==> src/rtl/dwag_pkg.sv <==
package dwag_pkg;
  localparam int CODE_W = 5;

  typedef enum logic [1:0] {
    SZ_BYTE = 2'd0,
    SZ_HALF = 2'd1,
    SZ_WORD = 2'd2,
    SZ_WIDE = 2'd3
  } xfer_size_e;

  typedef struct packed {
    logic              wrap_ie;
    logic [CODE_W-1:0] area;
  } cfg_t;
endpackage

==> src/rtl/dwag_cfg_reg.sv <==
module dwag_cfg_reg
  import dwag_pkg::*;
#(
  parameter int ADDR_W = 32
) (
  input  logic              clk,
  input  logic              rst_n,
  input  logic              wr_en,
  input  logic [15:0]       wr_data,
  output logic [15:0]       rd_data,
  output logic              wrap_ie,
  output logic              win_active,
  output logic [ADDR_W-1:0] win_mask
);
  localparam int MAX_CODE = ADDR_W - 6;

  cfg_t cfg_q;

  always_ff @(posedge clk or negedge rst_n) begin
    if (!rst_n) cfg_q <= '0;
    else if (wr_en) begin
      cfg_q.wrap_ie <= wr_data[15];
      cfg_q.area    <= wr_data[12:8];
    end
  end

  logic unused_wr_bits;
  assign unused_wr_bits = ^{wr_data[14:13], wr_data[7:0]};

  assign rd_data    = {cfg_q.wrap_ie, 2'b00, cfg_q.area, 8'h00};
  assign wrap_ie    = cfg_q.wrap_ie;
  assign win_active = (cfg_q.area != '0) && (int'(cfg_q.area) <= MAX_CODE);

  // Bit g is inside the window when g <= code (window = 2^(code+1) bytes).
  for (genvar g = 0; g < ADDR_W; g++) begin : g_mask
    assign win_mask[g] = ~win_active | (g <= int'(cfg_q.area));
  end
endmodule

==> src/rtl/dwag_stepper.sv <==
module dwag_stepper
  import dwag_pkg::*;
#(
  parameter int ADDR_W = 32
) (
  input  logic [ADDR_W-1:0] addr,
  input  logic [ADDR_W-1:0] mask,
  input  logic              win_active,
  input  logic              dir_down,
  input  logic [1:0]        size,
  output logic [ADDR_W-1:0] next_addr,
  output logic              wrapped
);
  logic [ADDR_W:0] low_x, step_x, res_x;

  always_comb begin
    unique case (xfer_size_e'(size))
      SZ_BYTE: step_x = (ADDR_W+1)'(1);
      SZ_HALF: step_x = (ADDR_W+1)'(2);
      default: step_x = (ADDR_W+1)'(4);
    endcase
    low_x = {1'b0, addr & mask};
    res_x = dir_down ? (low_x - step_x) : (low_x + step_x);
    // A carry lands above the mask; a borrow propagates to the top bit.
    wrapped = win_active &
              (dir_down ? res_x[ADDR_W] : (|(res_x & ~{1'b0, mask})));
    next_addr = (addr & ~mask) | (res_x[ADDR_W-1:0] & mask);
  end
endmodule

==> src/rtl/dwag_chan_ctl.sv <==
module dwag_chan_ctl (
  input  logic clk,
  input  logic rst_n,
  input  logic fire,
  input  logic wrapped,
  input  logic ie_eff,
  input  logic block_mode,
  input  logic block_end,
  input  logic sw_wr,
  input  logic sw_en,
  input  logic sw_flag,
  output logic chan_en,
  output logic flag
);
  logic en_q, flag_q, pend_q;
  logic ovf_ev, stop;

  always_comb begin
    ovf_ev = fire & wrapped & ie_eff;
    if (block_mode) stop = fire & block_end & (pend_q | ovf_ev);
    else            stop = ovf_ev;
  end

  always_ff @(posedge clk or negedge rst_n) begin
    if (!rst_n) begin
      en_q   <= 1'b0;
      flag_q <= 1'b0;
      pend_q <= 1'b0;
    end else begin
      if (stop)       en_q <= 1'b0;
      else if (sw_wr) en_q <= sw_en;

      if (stop)                  flag_q <= 1'b1;
      else if (sw_wr && !sw_flag) flag_q <= 1'b0;

      if (stop)                      pend_q <= 1'b0;
      else if (ovf_ev && block_mode) pend_q <= 1'b1;
    end
  end

  assign chan_en = en_q;
  assign flag    = flag_q;
endmodule

==> src/rtl/dwag_addr_gen.sv <==
module dwag_addr_gen
  import dwag_pkg::*;
#(
  parameter int ADDR_W = 32
) (
  input  logic              clk,
  input  logic              rst_n,
  input  logic              cfg_wr_en,
  input  logic [15:0]       cfg_wr_data,
  output logic [15:0]       cfg_rd_data,
  input  logic              addr_wr_en,
  input  logic [ADDR_W-1:0] addr_wr_data,
  input  logic              stat_wr_en,
  input  logic [1:0]        stat_wr_data,
  output logic              chan_en,
  output logic              irq,
  input  logic              step_valid,
  output logic              step_ready,
  input  logic              step_dir,
  input  logic [1:0]        step_size,
  input  logic              block_mode,
  input  logic              block_end,
  output logic [ADDR_W-1:0] src_addr
);
  logic              wrap_ie, win_active, wrapped, fire;
  logic [ADDR_W-1:0] win_mask, next_addr, addr_q;

  dwag_cfg_reg #(.ADDR_W(ADDR_W)) u_cfg (
    .clk(clk), .rst_n(rst_n), .wr_en(cfg_wr_en), .wr_data(cfg_wr_data),
    .rd_data(cfg_rd_data), .wrap_ie(wrap_ie), .win_active(win_active),
    .win_mask(win_mask)
  );

  dwag_stepper #(.ADDR_W(ADDR_W)) u_step (
    .addr(addr_q), .mask(win_mask), .win_active(win_active),
    .dir_down(step_dir), .size(step_size), .next_addr(next_addr),
    .wrapped(wrapped)
  );

  dwag_chan_ctl u_ctl (
    .clk(clk), .rst_n(rst_n), .fire(fire), .wrapped(wrapped),
    .ie_eff(wrap_ie & win_active), .block_mode(block_mode),
    .block_end(block_end), .sw_wr(stat_wr_en), .sw_en(stat_wr_data[0]),
    .sw_flag(stat_wr_data[1]), .chan_en(chan_en), .flag(irq)
  );

  assign step_ready = chan_en;
  assign fire       = step_valid & chan_en;

  always_ff @(posedge clk or negedge rst_n) begin
    if (!rst_n)          addr_q <= '0;
    else if (addr_wr_en) addr_q <= addr_wr_data;
    else if (fire)       addr_q <= next_addr;
  end

  assign src_addr = addr_q;
endmodule

==> config.mk <==
export PLATFORM = sky130hd
export DESIGN_NAME = dwag_addr_gen
export DESIGN_NICKNAME = d
export VERILOG_FILES = /design/src/rtl/dwag_pkg.sv /design/src/rtl/dwag_cfg_reg.sv /design/src/rtl/dwag_stepper.sv /design/src/rtl/dwag_chan_ctl.sv /design/src/rtl/dwag_addr_gen.sv
export SDC_FILE = /design/constraint.sdc
export NUM_CORES = 1
export LEC_CHECK = 0
export BUFFER_PORTS_ARGS = -buffer_cell sky130_fd_sc_hd__buf_2
export CAP_MARGIN = 25
export CORE_ASPECT_RATIO = 0.75
export CORE_MARGIN = 4
export CORE_UTILIZATION = 51
export DETAILED_ROUTE_END_ITERATION = 8
export PLACE_DENSITY = 0.79
export SLEW_MARGIN = 20
export SYNTH_ARGS = -nofsm -noshare
export SYNTH_HDL_FRONTEND = slang
export SYNTH_SLANG_ARGS = --single-unit
==> constraint.sdc <==
create_clock -name clk -period 4.2 [get_ports clk]
set_input_delay 1.26 -clock clk [delete_from_list [all_inputs] [get_ports clk]]
set_output_delay 1.26 -clock clk [all_outputs]
set_load 0.01 [all_outputs]
# ---- Word level (Yosys, flattened, before mapping)
# Cells that the tools add are included.
dict set report op_classes {
  muxes 12
  reduce_logical 11
  eq_ne 1
  n_bitwise 47
  n_addsub 2
  order_cmp 32
}
# operator count
set ops {}
lappend ops {{AND 32 bit} 3}
lappend ops {{less-or-equal comparator 5 bit (first input constant)} 16}
lappend ops {{2-to-1 mux 32 bit} 2}
lappend ops {{less-or-equal comparator 4 x 5 -> 1 bit (first input constant)} 8}
lappend ops {{adder 32 x 3 -> 33 bit} 1}
lappend ops {{AND 33 bit} 1}
lappend ops {{2-to-1 mux 33 bit} 1}
lappend ops {{inverter 32 -> 33 bit} 1}
lappend ops {{OR reduction 33 bit} 1}
lappend ops {{subtractor 32 x 3 -> 33 bit} 1}
lappend ops {{inverter 32 bit} 1}
lappend ops {{bitwise OR 1 bit} 32}
lappend ops {{bitwise OR 32 bit} 1}
lappend ops {{less-or-equal comparator 3 x 5 -> 1 bit (first input constant)} 4}
lappend ops {{less-or-equal comparator 2 x 5 -> 1 bit (first input constant)} 2}
lappend ops {{2-to-1 mux 1 bit} 8}
lappend ops {{nonzero test 2 bit} 4}
lappend ops {{AND 1 bit} 7}
lappend ops {{case mux 3 bit (2 select lines)} 1}
lappend ops {{less-or-equal comparator 1 x 5 -> 1 bit (first input constant)} 1}
lappend ops {{less-or-equal comparator 5 bit (second input constant)} 1}
lappend ops {{nonzero test 5 bit} 1}
lappend ops {{logical AND 1 bit} 3}
lappend ops {{== test 2 x 1 -> 1 bit (second input constant)} 1}
lappend ops {{3 further kinds} 3}
dict set report word_totals {
  ff_bits 41
  input_bits 61
  output_inout_bits 51
}

# ---- Longest topological paths before layout
# Gate-level depths: netlist (run 1).
dict set report depth {
  depth_word 17
  mapped_depth 19
}

# ---- Modules after synthesis
# From an unflattened synthesis (run 1), not the netlist that was laid out.
dict set report hier_totals {
  cells_unflattened 855
  area_unflattened_um2 6598.8
}
# mod cells_each instances area_each_um2
set modules_own_cells {}
lappend modules_own_cells {dwag_stepper 562 1 3763.6}
lappend modules_own_cells {dwag_addr_gen 184 1 1966.9}
lappend modules_own_cells {dwag_cfg_reg 97 1 720.7}
lappend modules_own_cells {dwag_chan_ctl 12 1 147.6}

# ---- Worst setup path after synthesis (run 1)
# Ideal clock, no wire load.
dict set report synth_timing {
  path_kind {input to register}
  from {in step_size[1]}
  to {reg u_ctl.pend_q}
  setup_time_ns 0.073
  required_time_ns 4.127
  path_stages 15
  arrival_ns 4.568
  slack_ns -0.440
  path_buffers 0
  path_cell_list {or2_2 > ha_1 > mux2_2 > fa_1 > nand2b_1 > a21oi_1 > o211ai_1 > a211oi_1 > o31a_1 > mux2i_1 > nand4b_1 > nor4_1 > a41oi_1 > o21ai_2 > a21boi_2}
}
dict set report synth_via {
  elab_chain_cells 14
}
# item line_no
set synth_rtl {}
lappend synth_rtl {{start, declared} dwag_addr_gen.sv:20} ;# input logic [1:0] step_size,
lappend synth_rtl {{== test 2 x 1 -> 1 bit / zero test 2 bit (equally long branches)} dwag_stepper.sv:17} ;# unique case (xfer_size_e'(size))
lappend synth_rtl {{case mux 3 bit (2 select lines) (*)} dwag_stepper.sv:17}
lappend synth_rtl {{adder 32 x 3 -> 33 bit / subtractor 32 x 3 -> 33 bit (equally long branches)} dwag_stepper.sv:23} ;# res_x = dir_down ? (low_x - step_x) : (low_x + step_x);
lappend synth_rtl {{2-to-1 mux 33 bit (*)} dwag_stepper.sv:23}
lappend synth_rtl {{AND 33 bit} dwag_stepper.sv:26} ;# (dir_down ? res_x[ADDR_W] : (|(res_x & ~{1'b0, mask})));
lappend synth_rtl {{OR reduction 33 bit} dwag_stepper.sv:26}
lappend synth_rtl {{2-to-1 mux 1 bit (*)} dwag_stepper.sv:26}
lappend synth_rtl {{AND 1 bit (*)} dwag_stepper.sv:25} ;# wrapped = win_active &
lappend synth_rtl {{AND 1 bit (*) (2 in a row)} dwag_chan_ctl.sv:19} ;# ovf_ev = fire & wrapped & ie_eff;
lappend synth_rtl {{bitwise OR 1 bit} dwag_chan_ctl.sv:20} ;# if (block_mode) stop = fire & block_end & (pend_q | ovf_ev);
lappend synth_rtl {{AND 1 bit} dwag_chan_ctl.sv:20}
lappend synth_rtl {{2-to-1 mux 1 bit} dwag_chan_ctl.sv:20}
lappend synth_rtl {{2-to-1 mux 1 bit / nonzero test 2 bit (equally long branches)} -}
lappend synth_rtl {{end signal, assigned} dwag_chan_ctl.sv:28} ;# pend_q <= 1'b0;
lappend synth_rtl {{end signal, assigned} dwag_chan_ctl.sv:36} ;# if (stop) pend_q <= 1'b0;
lappend synth_rtl {{end signal, assigned} dwag_chan_ctl.sv:37} ;# else if (ovf_ev && block_mode) pend_q <= 1'b1;
lappend synth_rtl {{end, declared} dwag_chan_ctl.sv:15} ;# logic en_q, flag_q, pend_q;
# Every way passes the cells marked *; elsewhere a longest branch is shown, timed or not.
# A chain may end at the register's enable or synchronous reset.

# ---- Worst setup path in the final report (run 1)
# Same ends and word-level chain as after synthesis.

==> flow_summary_export.csv, run 1 <==
group,metric,value,unit
outcome,outcome,"complete, but fails checks",
outcome,violations,"setup timing",
placement,dp_hpwl,16.54,mm
power_and_ir_drop,peakVddDrop,224.5,uV
logic_synthesis,synth_top_area_share,19.84,%
worst_setup_path,r2r_cells,18,
logic_synthesis,yosysMostFrequentCell,"nand2_1",
global_route,grtUsageMet2,55.44,%
finish,drive_gt1_share,39.22,%
power_and_ir_drop,internal_power,1.433,mW
route,first_iter_violations,717,
route,routed_via_density,5.974,
min_path,min_to,"u_ctl.pend_q$_DFFE_PN0P_",
timing,fin_crit_sh,109.9,%
worst_setup_path,crit_type,"primary input to register",
route,ant_nets,0,
timing,period_minus_slack,4.614,ns
finish,diodes,0,
power_and_ir_drop,switching_share,43.46,%
global_route,grt_pass1_wl,32.82,mm
logic_synthesis,synthArstFlopShare,100.0,%
clocking,numCtsBuffers,5,
worst_setup_path,path_max_fanout,3,
clocking,cts-root-buf,"clkbuf_16",
die,core_area,0.009774,mm2
logic_synthesis,yosys_register_bits,41,
logic_synthesis,synth_area_leaders,"dfrtp_1, ha_1, nand2_1",
logic_synthesis,yosysSeqAreaShare,19.84,%
timing,worst_pin_slew,0.9055,ns
global_route,busiest_layer,"met2",
min_path,min_path_type,"register to register",
timing,drv_slew,0,
worst_setup_path,crit_top_cell,"buf_4",
die,die_h,95.21,um
power_and_ir_drop,clockPowerShare,16.8,%
logic_synthesis,syn_area,0.005171,mm2
logic_synthesis,synth-edff-count,0,
clocking,clockBufferDepth,2,
timing,fin_setup_tns,-1.137,ns
flow_run,drv_cap,0,
global_route,grt_antenna_before_repair,0,
finish,synthToLayoutAreaGrowth,47.86,%
global_route,grt_pass1_vias,6350,
route,wl_per_cell,19.23,um
die,die_width,124.3,um
worst_setup_path,rr_endpoint,"u_ctl.pend_q$_DFFE_PN0P_",
global_route,gr-usage-met1,46.98,%
die,start_util,52.91,%
timing,setup_viol,3,
logic_synthesis,synth_warnings,0,
clocking,tritoncts,"yes",
clocking,ctsHoldBuffers,0,
route,wirelength,21.18,mm
worst_setup_path,crit_arrival,4.85,ns
worst_setup_path,start_kind,"primary input",
route,via_count,6577,
route,drt_pre_antenna_iters,5,
worst_setup_path,cp_slowest_stage_delay,0.39,ns
logic_synthesis,synth_largest_area_cell,"dfrtp_1",
min_path,hp-start,"u_ctl.pend_q$_DFFE_PN0P_",
power_and_ir_drop,combinationalPowerShare,63.4,%
die,die-area,0.01183,mm2
finish,design_area,0.007646,mm2
clocking,htree_levels,2,
power_and_ir_drop,sequentialPowerShare,19.8,%
timing,rsz0062_at_grt,"true",
worst_setup_path,r2r-start,"u_cfg.rd_data[9]$_DFFE_PN0P_",
logic_synthesis,synthFlopType,"dfrtp_1",
logic_synthesis,syn_inst,703,
timing,fmax,216.7,MHz
timing,fin_ws,-0.4137,ns
placement,io_buffers,91,
worst_setup_path,cp.depth,20,
power_and_ir_drop,power-per-cell-area,331.4,mW/mm2
timing,hold_viol,0,
worst_setup_path,crit_chain,"buf_6 -> or2_4 -> buf_4 -> inv_1 -> ha_1 -> fa_2 -> nand2b_4 -> a21oi_4 -> o211ai_1 -> a211oi_2 -> buf_4 -> o21ai_4 -> a21oi_1 -> or3_1 -> buf_4 -> a211o_1 -> a41oi_2 -> buf_4 -> nand2_1 -> a21boi_2",
worst_setup_path,cp.required,4.44,ns
worst_setup_path,reg2reg_setup_slack,-0.37,ns
route,drc,0,
min_path,whs_path_depth,2,
global_route,gr-total-overflow,0,
global_route,grt_max_degree,49,
power_and_ir_drop,switchingPower,1.101,mW
logic_synthesis,synth_cell_types,68,
worst_setup_path,path_delay_family,"compound AO/OA/AOI/OAI gates",
global_route,track_usage,34.81,%
global_route,use_met3,8.567,%
finish,fin_util,78.23,%
timing,slew_headroom,39.49,%
placement,post_dp_cell_area,0.007182,mm2
worst_setup_path,critPathCaptureType,"register",
placement,placedCellCount,1087,
clocking,clkSinkCount,41,
die,rows,31,
worst_setup_path,critPathBufInv,6,
power_and_ir_drop,p_leak,3.664,nW
placement,gp_congestion,1.023,
clocking,clk_pin_slew_worst_paths,0.07,ns
logic_synthesis,synth.avg_cell_area,7.356,um2
clocking,clock_latency,0.30,ns
worst_setup_path,crit_slowest_cell,"or3_1",
finish,fin_cells,1101,
logic_synthesis,synth_commonest_cells,"nand2_1, o21ai_0, a21oi_1",
timing,skew,0.006928,ns
die,pin_count,112,
finish,layout.nets,1066,
==> worst max path at each step <==
stage	startpoint	end	slack, ns
5_1_grt	step_size[1]	u_ctl.pend_q$_DFFE_PN0P_	-0.52
6_report	step_size[1]	u_ctl.pend_q$_DFFE_PN0P_	-0.41
4_1_cts	step_size[1]	u_ctl.pend_q$_DFFE_PN0P_	-0.35
2_1_floorplan	step_size[1]	u_ctl.pend_q$_DFFE_PN0P_	-0.15
3_5_place_dp	step_size[1]	u_ctl.pend_q$_DFFE_PN0P_	-0.94
3_3_place_gp	step_size[1]	u_ctl.pend_q$_DFFE_PN0P_	-0.82
==> cell type report <==
cell class	count	area (um2)
clock buffer	5	125.1
clock inverter	3	25.02
fill	682	2128
inverter	23	86.33
multi-input combinational	594	4139
sequential	41	1026
tap	132	165.2
timing repair buffer	303	2079
==> cell families after synthesis <==
kind of cell,share of synthesized area (%)
simple gates,26.28
compound gates,27.15
buf+inv,6.944
flops,19.84
fa+ha+maj,9.097
mux,6.049
xor+xnor,4.573
other cells,0.07252
==> through the flow <==
| step | power (mW) | hold WS [ns] | setup WS, ns |
|---|---|---|---|
| after floorplan | 1.267 | 0.4863 | -0.1486 |
| after global placement | 1.930 | 0.4821 | -0.8182 |
| after detailed placement | 1.972 | 0.5048 | -0.9362 |
| after CTS | 2.451 | 0.5252 | -0.3537 |
| after global routing | 2.667 | 0.5400 | -0.5201 |
| final | 2.534 | 0.5397 | -0.4137 |
==> power by group through the flow <==
stage	clock, mW	sequential (mW)	combinational (mW)
after global routing	0.442	0.507	1.72
after floorplan	0	0.515	0.752
after global placement	0	0.501	1.43
after detailed placement	0	0.505	1.47
final	0.426	0.503	1.61
after CTS	0.425	0.499	1.53
==> routing by layer <==
metal,up-vias,part of all wire [%]
li1,3060,-
met1,3087,43
met2,371,44
met3,59,11
met4,0,2.8
met5,-,0
==> what timing repair did <==
action / 4_1_cts / 5_1_grt
endpoints found under the setup margin: 7 / 14
pin swaps: 22 / 10
gates resized for setup: 30 / 29
endpoints found under the hold margin: 0 / 0
setup buffers: 9 / 2
==> worst register-to-register path: cells and delay by family (launching register included) <==
| family | cells | cell delay (ns) |
|---|---|---|
| buffers and inverters | 3 | 0.55 |
| AO/OA/AOI/OAI | 9 | 2.10 |
| flip-flops | 1 | 0.50 |
| adder cells (fa/ha/maj) | 1 | 0.35 |
| AND/OR/NAND/NOR | 5 | 1.02 |
==> cell usage in the layout (no fill, tap or decap), drive strengths merged, types with 5 or more instances in the layout <==
cell    instances
ha             36
buf           303
clkbuf          5
nor4           10
a211oi          6
and2           24
nand3          15
nand2          99
inv            24
a21oi          57
and3            7
xnor2          16
a21o            8
mux2            8
nor2           44
nand4          17
or3             8
nor2b          20
conb           10
o21ai          66
mux2i          21
o31a            5
o21a           16
a221oi          5
nor3           18
a31oi           6
o211ai          9
dfrtp          41
xor2           11
a21boi          5
Note: power is estimated with default switching activity, not from simulation.
==> run 2: changes to the inputs <==
==> constraint.sdc (replaced) <==
create_clock -name clk -period 4.2 [get_ports clk]
set_input_delay 0.63 -clock clk [delete_from_list [all_inputs] [get_ports clk]]
set_output_delay 0.63 -clock clk [all_outputs]
set_load 0.01 [all_outputs]
==> run 2 against run 1 <==
- the run still ends with setup timing left
- critical path depth shrank 4
- final cell count grew 0.54%
- final area grew 8.3%
- register-to-register slack gained 0.19 ns
- worst setup slack gained 0.24 ns
- sequential power grew 1%
- highest routed layer unchanged
==> flow_summary_export.csv, run 2 (synthesis gave the netlist of run 1 again) <==
group,metric,value,unit
finish,final_common_cell,"buf_4",
route,drt_pre_antenna_iters,8,
worst_setup_path,rr_endpoint,"u_ctl.pend_q$_DFFE_PN0P_",
die,pin_count,112,
timing,slew_headroom,35.95,%
timing,period_minus_slack,4.378,ns
route,wirelength,25.31,mm
route,wl_per_cell,22.86,um
global_route,gr-total-overflow,0,
min_path,min_path_type,"primary input to asynchronous set/reset pin",
power_and_ir_drop,p_leak,3.783,nW
worst_setup_path,start_kind,"register",
clocking,clk_pin_slew_worst_paths,0.07,ns
timing,drv_slew,0,
timing,fmax,228.4,MHz
finish,diodes,0,
worst_setup_path,r2r-start,"u_cfg.rd_data[12]$_DFFE_PN0P_",
clocking,htree_levels,2,
global_route,busiest_layer,"met2",
worst_setup_path,crit_slowest_cell,"dfrtp_4",
global_route,grt_pass1_vias,6312,
worst_setup_path,critPathCaptureType,"register",
route,drc,0,
worst_setup_path,crit_arrival,4.61,ns
clocking,numCtsBuffers,5,
die,core_area,0.009774,mm2
clocking,clockBufferDepth,2,
global_route,grt_pass1_wl,33.42,mm
global_route,grtUsageMet2,55.26,%
worst_setup_path,r2r_cells,16,
timing,rsz0062_at_grt,"true",
global_route,gr-usage-met1,48.97,%
timing,fin_ws,-0.1777,ns
clocking,clkSinkCount,41,
route,via_count,7281,
finish,drive_gt1_share,48.92,%
die,die-area,0.01183,mm2
global_route,grt_max_degree,49,
finish,mostFrequentLayoutCells,"buf_4, nand2_1, buf_2",
placement,io_buffers,91,
global_route,use_met3,9.462,%
worst_setup_path,crit_chain,"buf_4 -> nor2_1 -> buf_4 -> nand2_1 -> and2_1 -> ha_2 -> nand2_1 -> nor2_2 -> nand4_1 -> o21ai_4 -> mux2i_1 -> nand4b_1 -> nor4_4 -> a41oi_2 -> o21ai_2 -> a21boi_2",
die,rows,31,
placement,dp_hpwl,16.64,mm
power_and_ir_drop,peakVddDrop,262.5,uV
clocking,cts-root-buf,"clkbuf_16",
worst_setup_path,crit_type,"register to register",
die,die_width,124.3,um
timing,worst_hold_slack,0.3187,ns
worst_setup_path,path_max_fanout,9,
power_and_ir_drop,power-per-cell-area,335.3,mW/mm2
timing,worst_pin_slew,0.9585,ns
finish,fin_util,84.74,%
die,start_util,52.91,%
timing,hold_viol,0,
flow_run,drv_cap,0,
finish,layout.nets,1072,
clocking,ctsHoldBuffers,0,
timing,skew,0.003639,ns
clocking,tritoncts,"yes",
timing,setup_viol,3,
placement,gp_congestion,0.9725,
timing,fin_setup_tns,-0.4105,ns
global_route,track_usage,35.53,%
worst_setup_path,cp_slowest_stage_delay,0.54,ns
worst_setup_path,cp.required,4.43,ns
worst_setup_path,reg2reg_setup_slack,-0.18,ns
route,first_iter_violations,1047,
route,ant_nets,0,
die,die_h,95.21,um
route,routed_via_density,6.577,
finish,synthToLayoutAreaGrowth,60.17,%
global_route,grt_antenna_before_repair,0,
outcome,violations,"setup timing",
outcome,outcome,"complete, but fails checks",
timing,fin_crit_sh,104.2,%
clocking,clock_latency,0.30,ns
[run 2: changes by cell type in the layout (fill, tap and decap cells not counted), moves of 6 or more]
| cell | previous run | this run |
|---|---|---|
| o21ai_0 | 50 | 44 |
| ha_4 | 2 | 12 |
| a21oi_2 | 5 | 20 |
| buf_6 | 4 | 10 |
| nor3_1 | 17 | 10 |
| and2_4 | 0 | 8 |
| and2_1 | 23 | 15 |
| a21oi_1 | 49 | 31 |
| ha_1 | 34 | 21 |
| nand2_2 | 1 | 7 |
| nand2_1 | 98 | 92 |
[run 2: worst max path at each step]
stage,to,cells after the start,startpoint
detailed placement,u_ctl.pend_q$_DFFE_PN0P_,17,step_size[1]
global placement,u_ctl.pend_q$_DFFE_PN0P_,17,step_size[1]
finish,u_ctl.pend_q$_DFFE_PN0P_,16,u_cfg.rd_data[12]$_DFFE_PN0P_
CTS,u_ctl.pend_q$_DFFE_PN0P_,19,u_cfg.rd_data[11]$_DFFE_PN0P_
floorplan,u_ctl.pend_q$_DFFE_PN0P_,18,u_cfg.rd_data[9]$_DFFE_PN0P_
global route,u_ctl.pend_q$_DFFE_PN0P_,16,u_cfg.rd_data[12]$_DFFE_PN0P_
[run 2: cell type report]
cell class,count,area [um2]
clock inverters,3,21.27
flip-flops and latches,41,1035
multi-input cells,594,4693
clock buffers,5,125.1
inverters,23,86.33
fillers,546,1491
well taps,132,165.2
repair buffers,309,2157
[run 2: what timing repair did]
action	CTS	global route
pin swaps	19	49
endpoints found under the hold margin	0	0
setup endpoints to repair	4	5
gates resized for setup	47	154
setup buffers	11	27
[run 2: worst max-delay path, delay by kind of cell (launching register included)]
| kind | cells | cell delay [ns] |
|---|---|---|
| simple gates | 8 | 1.71 |
| buf+inv | 2 | 0.43 |
| compound gates | 4 | 0.97 |
| fa+ha+maj | 1 | 0.39 |
| mux | 1 | 0.27 |
| flops | 1 | 0.54 |
[run 2: through the flow]
stage | total power, mW | area [um2] | setup WS [ns] | cells
after floorplan | 1.251 | 5205 | 0.1360 | 712
after global placement | 1.885 | 6929 | -0.3390 | 1061
after detailed placement | 1.928 | 6929 | -0.5734 | 1061
after CTS | 2.426 | 7368 | 0.001144 | 1080
after global routing | 2.890 | 8283 | -0.2610 | 1107
final | 2.777 | 8283 | -0.1777 | 1107
[run 2: where the power goes]
group	switching (mW)	total (mW)	internal [mW]
combinational	0.993	1.85	0.854
clock	0.200	0.423	0.223
sequential	0.0573	0.508	0.450
total	1.25	2.78	1.53
[run 2: routing by layer]
layer	part of all wire (%)	wire length (um)
met5	0	0
met4	5.1	1294
met3	13	3273
met2	43	10920
met1	39	9825
==> run 3: changes to the inputs <==
Settings changed: BUFFER_PORTS_ARGS -buffer_cell sky130_fd_sc_hd__buf_2 to -buffer_cell sky130_fd_sc_hd__clkbuf_2.
==> run 3 against run 2 <==
- the flow still finishes with violations (setup timing)
- sequential cell count is the same
- via count decreased by 2.4%
- first-iteration DRC count fell by 10%
- critical path depth is 3 higher
- final area grew 0.38%
- die area unchanged
- power fell by 0.48%
- final cell count rose by 0.27%
- largest cell class unchanged
==> flow_summary_export.csv, run 3 (synthesis gave the netlist of run 1 again) <==
group,metric,value,unit
flow_run,drv_cap,0,
worst_setup_path,crit_type,"register to register",
global_route,grt_antenna_before_repair,1,
timing,slew_headroom,35.06,%
clocking,htree_levels,2,
global_route,grt_pass1_vias,6336,
route,drt_pre_antenna_iters,7,
finish,drive_gt1_share,48.88,%
global_route,gr-total-overflow,0,
worst_setup_path,start_kind,"register",
power_and_ir_drop,peakVddDrop,270.0,uV
route,via_count,7103,
finish,diodes,0,
placement,dp_hpwl,16.29,mm
clocking,clk_pin_slew_worst_paths,0.09,ns
timing,skew,0.02055,ns
finish,layout.nets,1075,
finish,mostFrequentLayoutCells,"buf_4, nand2_1, clkbuf_2",
placement,io_buffers,91,
worst_setup_path,crit_slowest_cell,"or4_4",
timing,rsz0062_at_grt,"true",
finish,design_area,0.008314,mm2
route,drc,0,
timing,fin_ws,-0.1974,ns
power_and_ir_drop,switching_share,44.54,%
global_route,track_usage,35.06,%
worst_setup_path,critPathCaptureType,"register",
power_and_ir_drop,sequentialPowerShare,18.1,%
die,rows,31,
route,wl_per_cell,21.66,um
placement,post_dp_cell_area,0.006959,mm2
finish,final_common_cell,"buf_4",
clocking,clock_latency,0.31,ns
global_route,grt_max_degree,49,
clocking,cts-root-buf,"clkbuf_16",
worst_setup_path,cp.required,4.43,ns
outcome,outcome,"complete, but fails checks",
placement,placedCellCount,1064,
finish,synthToLayoutAreaGrowth,60.78,%
die,die-area,0.01183,mm2
power_and_ir_drop,internal_power,1.533,mW
timing,fin_crit_sh,104.7,%
worst_setup_path,path_max_fanout,6,
finish,fin_util,85.06,%
power_and_ir_drop,switchingPower,1.231,mW
timing,drv_slew,0,
min_path,min_path_type,"primary input to asynchronous set/reset pin",
die,die_h,95.21,um
outcome,violations,"setup timing",
route,wirelength,24.04,mm
power_and_ir_drop,clockPowerShare,15.5,%
worst_setup_path,path_delay_family,"compound AO/OA/AOI/OAI gates",
timing,worst_hold_slack,0.3105,ns
worst_setup_path,critPathBufInv,3,
finish,fin_cells,1110,
timing,fmax,227.4,MHz
timing,setup_viol,3,
timing,period_minus_slack,4.397,ns
placement,gp_congestion,0.9968,
die,die_width,124.3,um
worst_setup_path,crit_top_cell,"buf_4",
power_and_ir_drop,combinationalPowerShare,66.4,%
route,routed_via_density,6.399,
timing,fin_setup_tns,-0.5032,ns
power_and_ir_drop,power-per-cell-area,332.4,mW/mm2
worst_setup_path,cp_slowest_stage_delay,0.56,ns
route,first_iter_violations,940,
die,core_area,0.009774,mm2
clocking,clkSinkCount,41,
worst_setup_path,crit_arrival,4.63,ns
timing,hold_viol,0,
power_and_ir_drop,p_leak,3.832,nW
clocking,tritoncts,"yes",
timing,worst_pin_slew,0.9717,ns
route,ant_nets,0,
die,start_util,52.91,%
global_route,grt_pass1_wl,32.98,mm
worst_setup_path,crit_chain,"or4_4 -> nor2_4 -> nor2_2 -> nor2b_4 -> ha_4 -> buf_4 -> nand4_1 -> nor3_2 -> buf_4 -> nand2_1 -> a21oi_4 -> buf_4 -> o21ai_1 -> a211oi_4 -> o31ai_2 -> a2111oi_4 -> a41oi_4 -> o21ai_2 -> a21boi_2",
die,pin_count,112,
clocking,numCtsBuffers,5,
clocking,clockBufferDepth,2,
-- run 3: cell count changes in the layout (fill, tap and decap cells not counted), sizes merged --
cell,before,now
clkbuf,5,96
buf,309,221
clkinv,1,3
clkinvlp,1,0
inv,24,23
-- run 3: power groups by stage --
stage | Clock (mW) | Sequential [mW] | Combinational (mW)
after floorplan | 0 | 0.515 | 0.736
after CTS | 0.421 | 0.498 | 1.58
after detailed placement | 0 | 0.505 | 1.42
after global routing | 0.442 | 0.507 | 1.93
after global placement | 0 | 0.501 | 1.38
final | 0.427 | 0.501 | 1.84
-- run 3: timing repair --
item,in CTS,in global routing
endpoints found under the setup margin,3,4
resized for setup,102,97
setup buffers,17,22
hold buffers,0,0
pin swaps,36,48
-- run 3: metal layers --
metal / wire length [um] / global-route usage (%) / vias to the layer above / share of wire [%]
met5: 0 / 0 / - / 0
met2: 10360 / 55.58 / 570 / 43
met4: 1130 / 9.033 / 0 / 4.7
met3: 3033 / 9.071 / 141 / 13
li1: - / - / 3070 / -
met1: 9520 / 47.96 / 3322 / 40
-- run 3: stage by stage --
stage,power [mW],setup slack (ns)
after floorplan,1.251,0.1360
after global placement,1.880,-0.4880
after detailed placement,1.922,-0.6750
after CTS,2.494,0.0003566
after global routing,2.875,-0.2633
final,2.764,-0.1974
-- run 3: layout make-up --
cell class	count	area, um2
Clock inverter	3	22.52
Timing Repair Buffer	312	2177
Multi-Input combinational cell	594	4708
Tap cell	132	165.2
Sequential cell	41	1030
Fill cell	553	1460
Inverter	23	86.33
Clock buffer	5	125.1
-- run 3: path summary, 6_finish.rpt --
kind | start | to | slack, ns | cells after the start
setup / recovery | u_cfg.rd_data[10]$_DFFE_PN0P_ | u_ctl.pend_q$_DFFE_PN0P_ | -0.20 | 19
hold / removal | rst_n | asynchronous set/reset pin | 0.31 | 1
setup reg to reg | u_cfg.rd_data[10]$_DFFE_PN0P_ | u_ctl.pend_q$_DFFE_PN0P_ | -0.20 | 19
hold reg to reg | u_ctl.flag$_DFFE_PN0P_ | u_ctl.flag$_DFFE_PN0P_ | 0.52 | 2
max in group asynchronous | rst_n | u_cfg.rd_data[10]$_DFFE_PN0P_ | 3.31 | 2
min in group clk | addr_wr_data[25] | register | 0.52 | 2
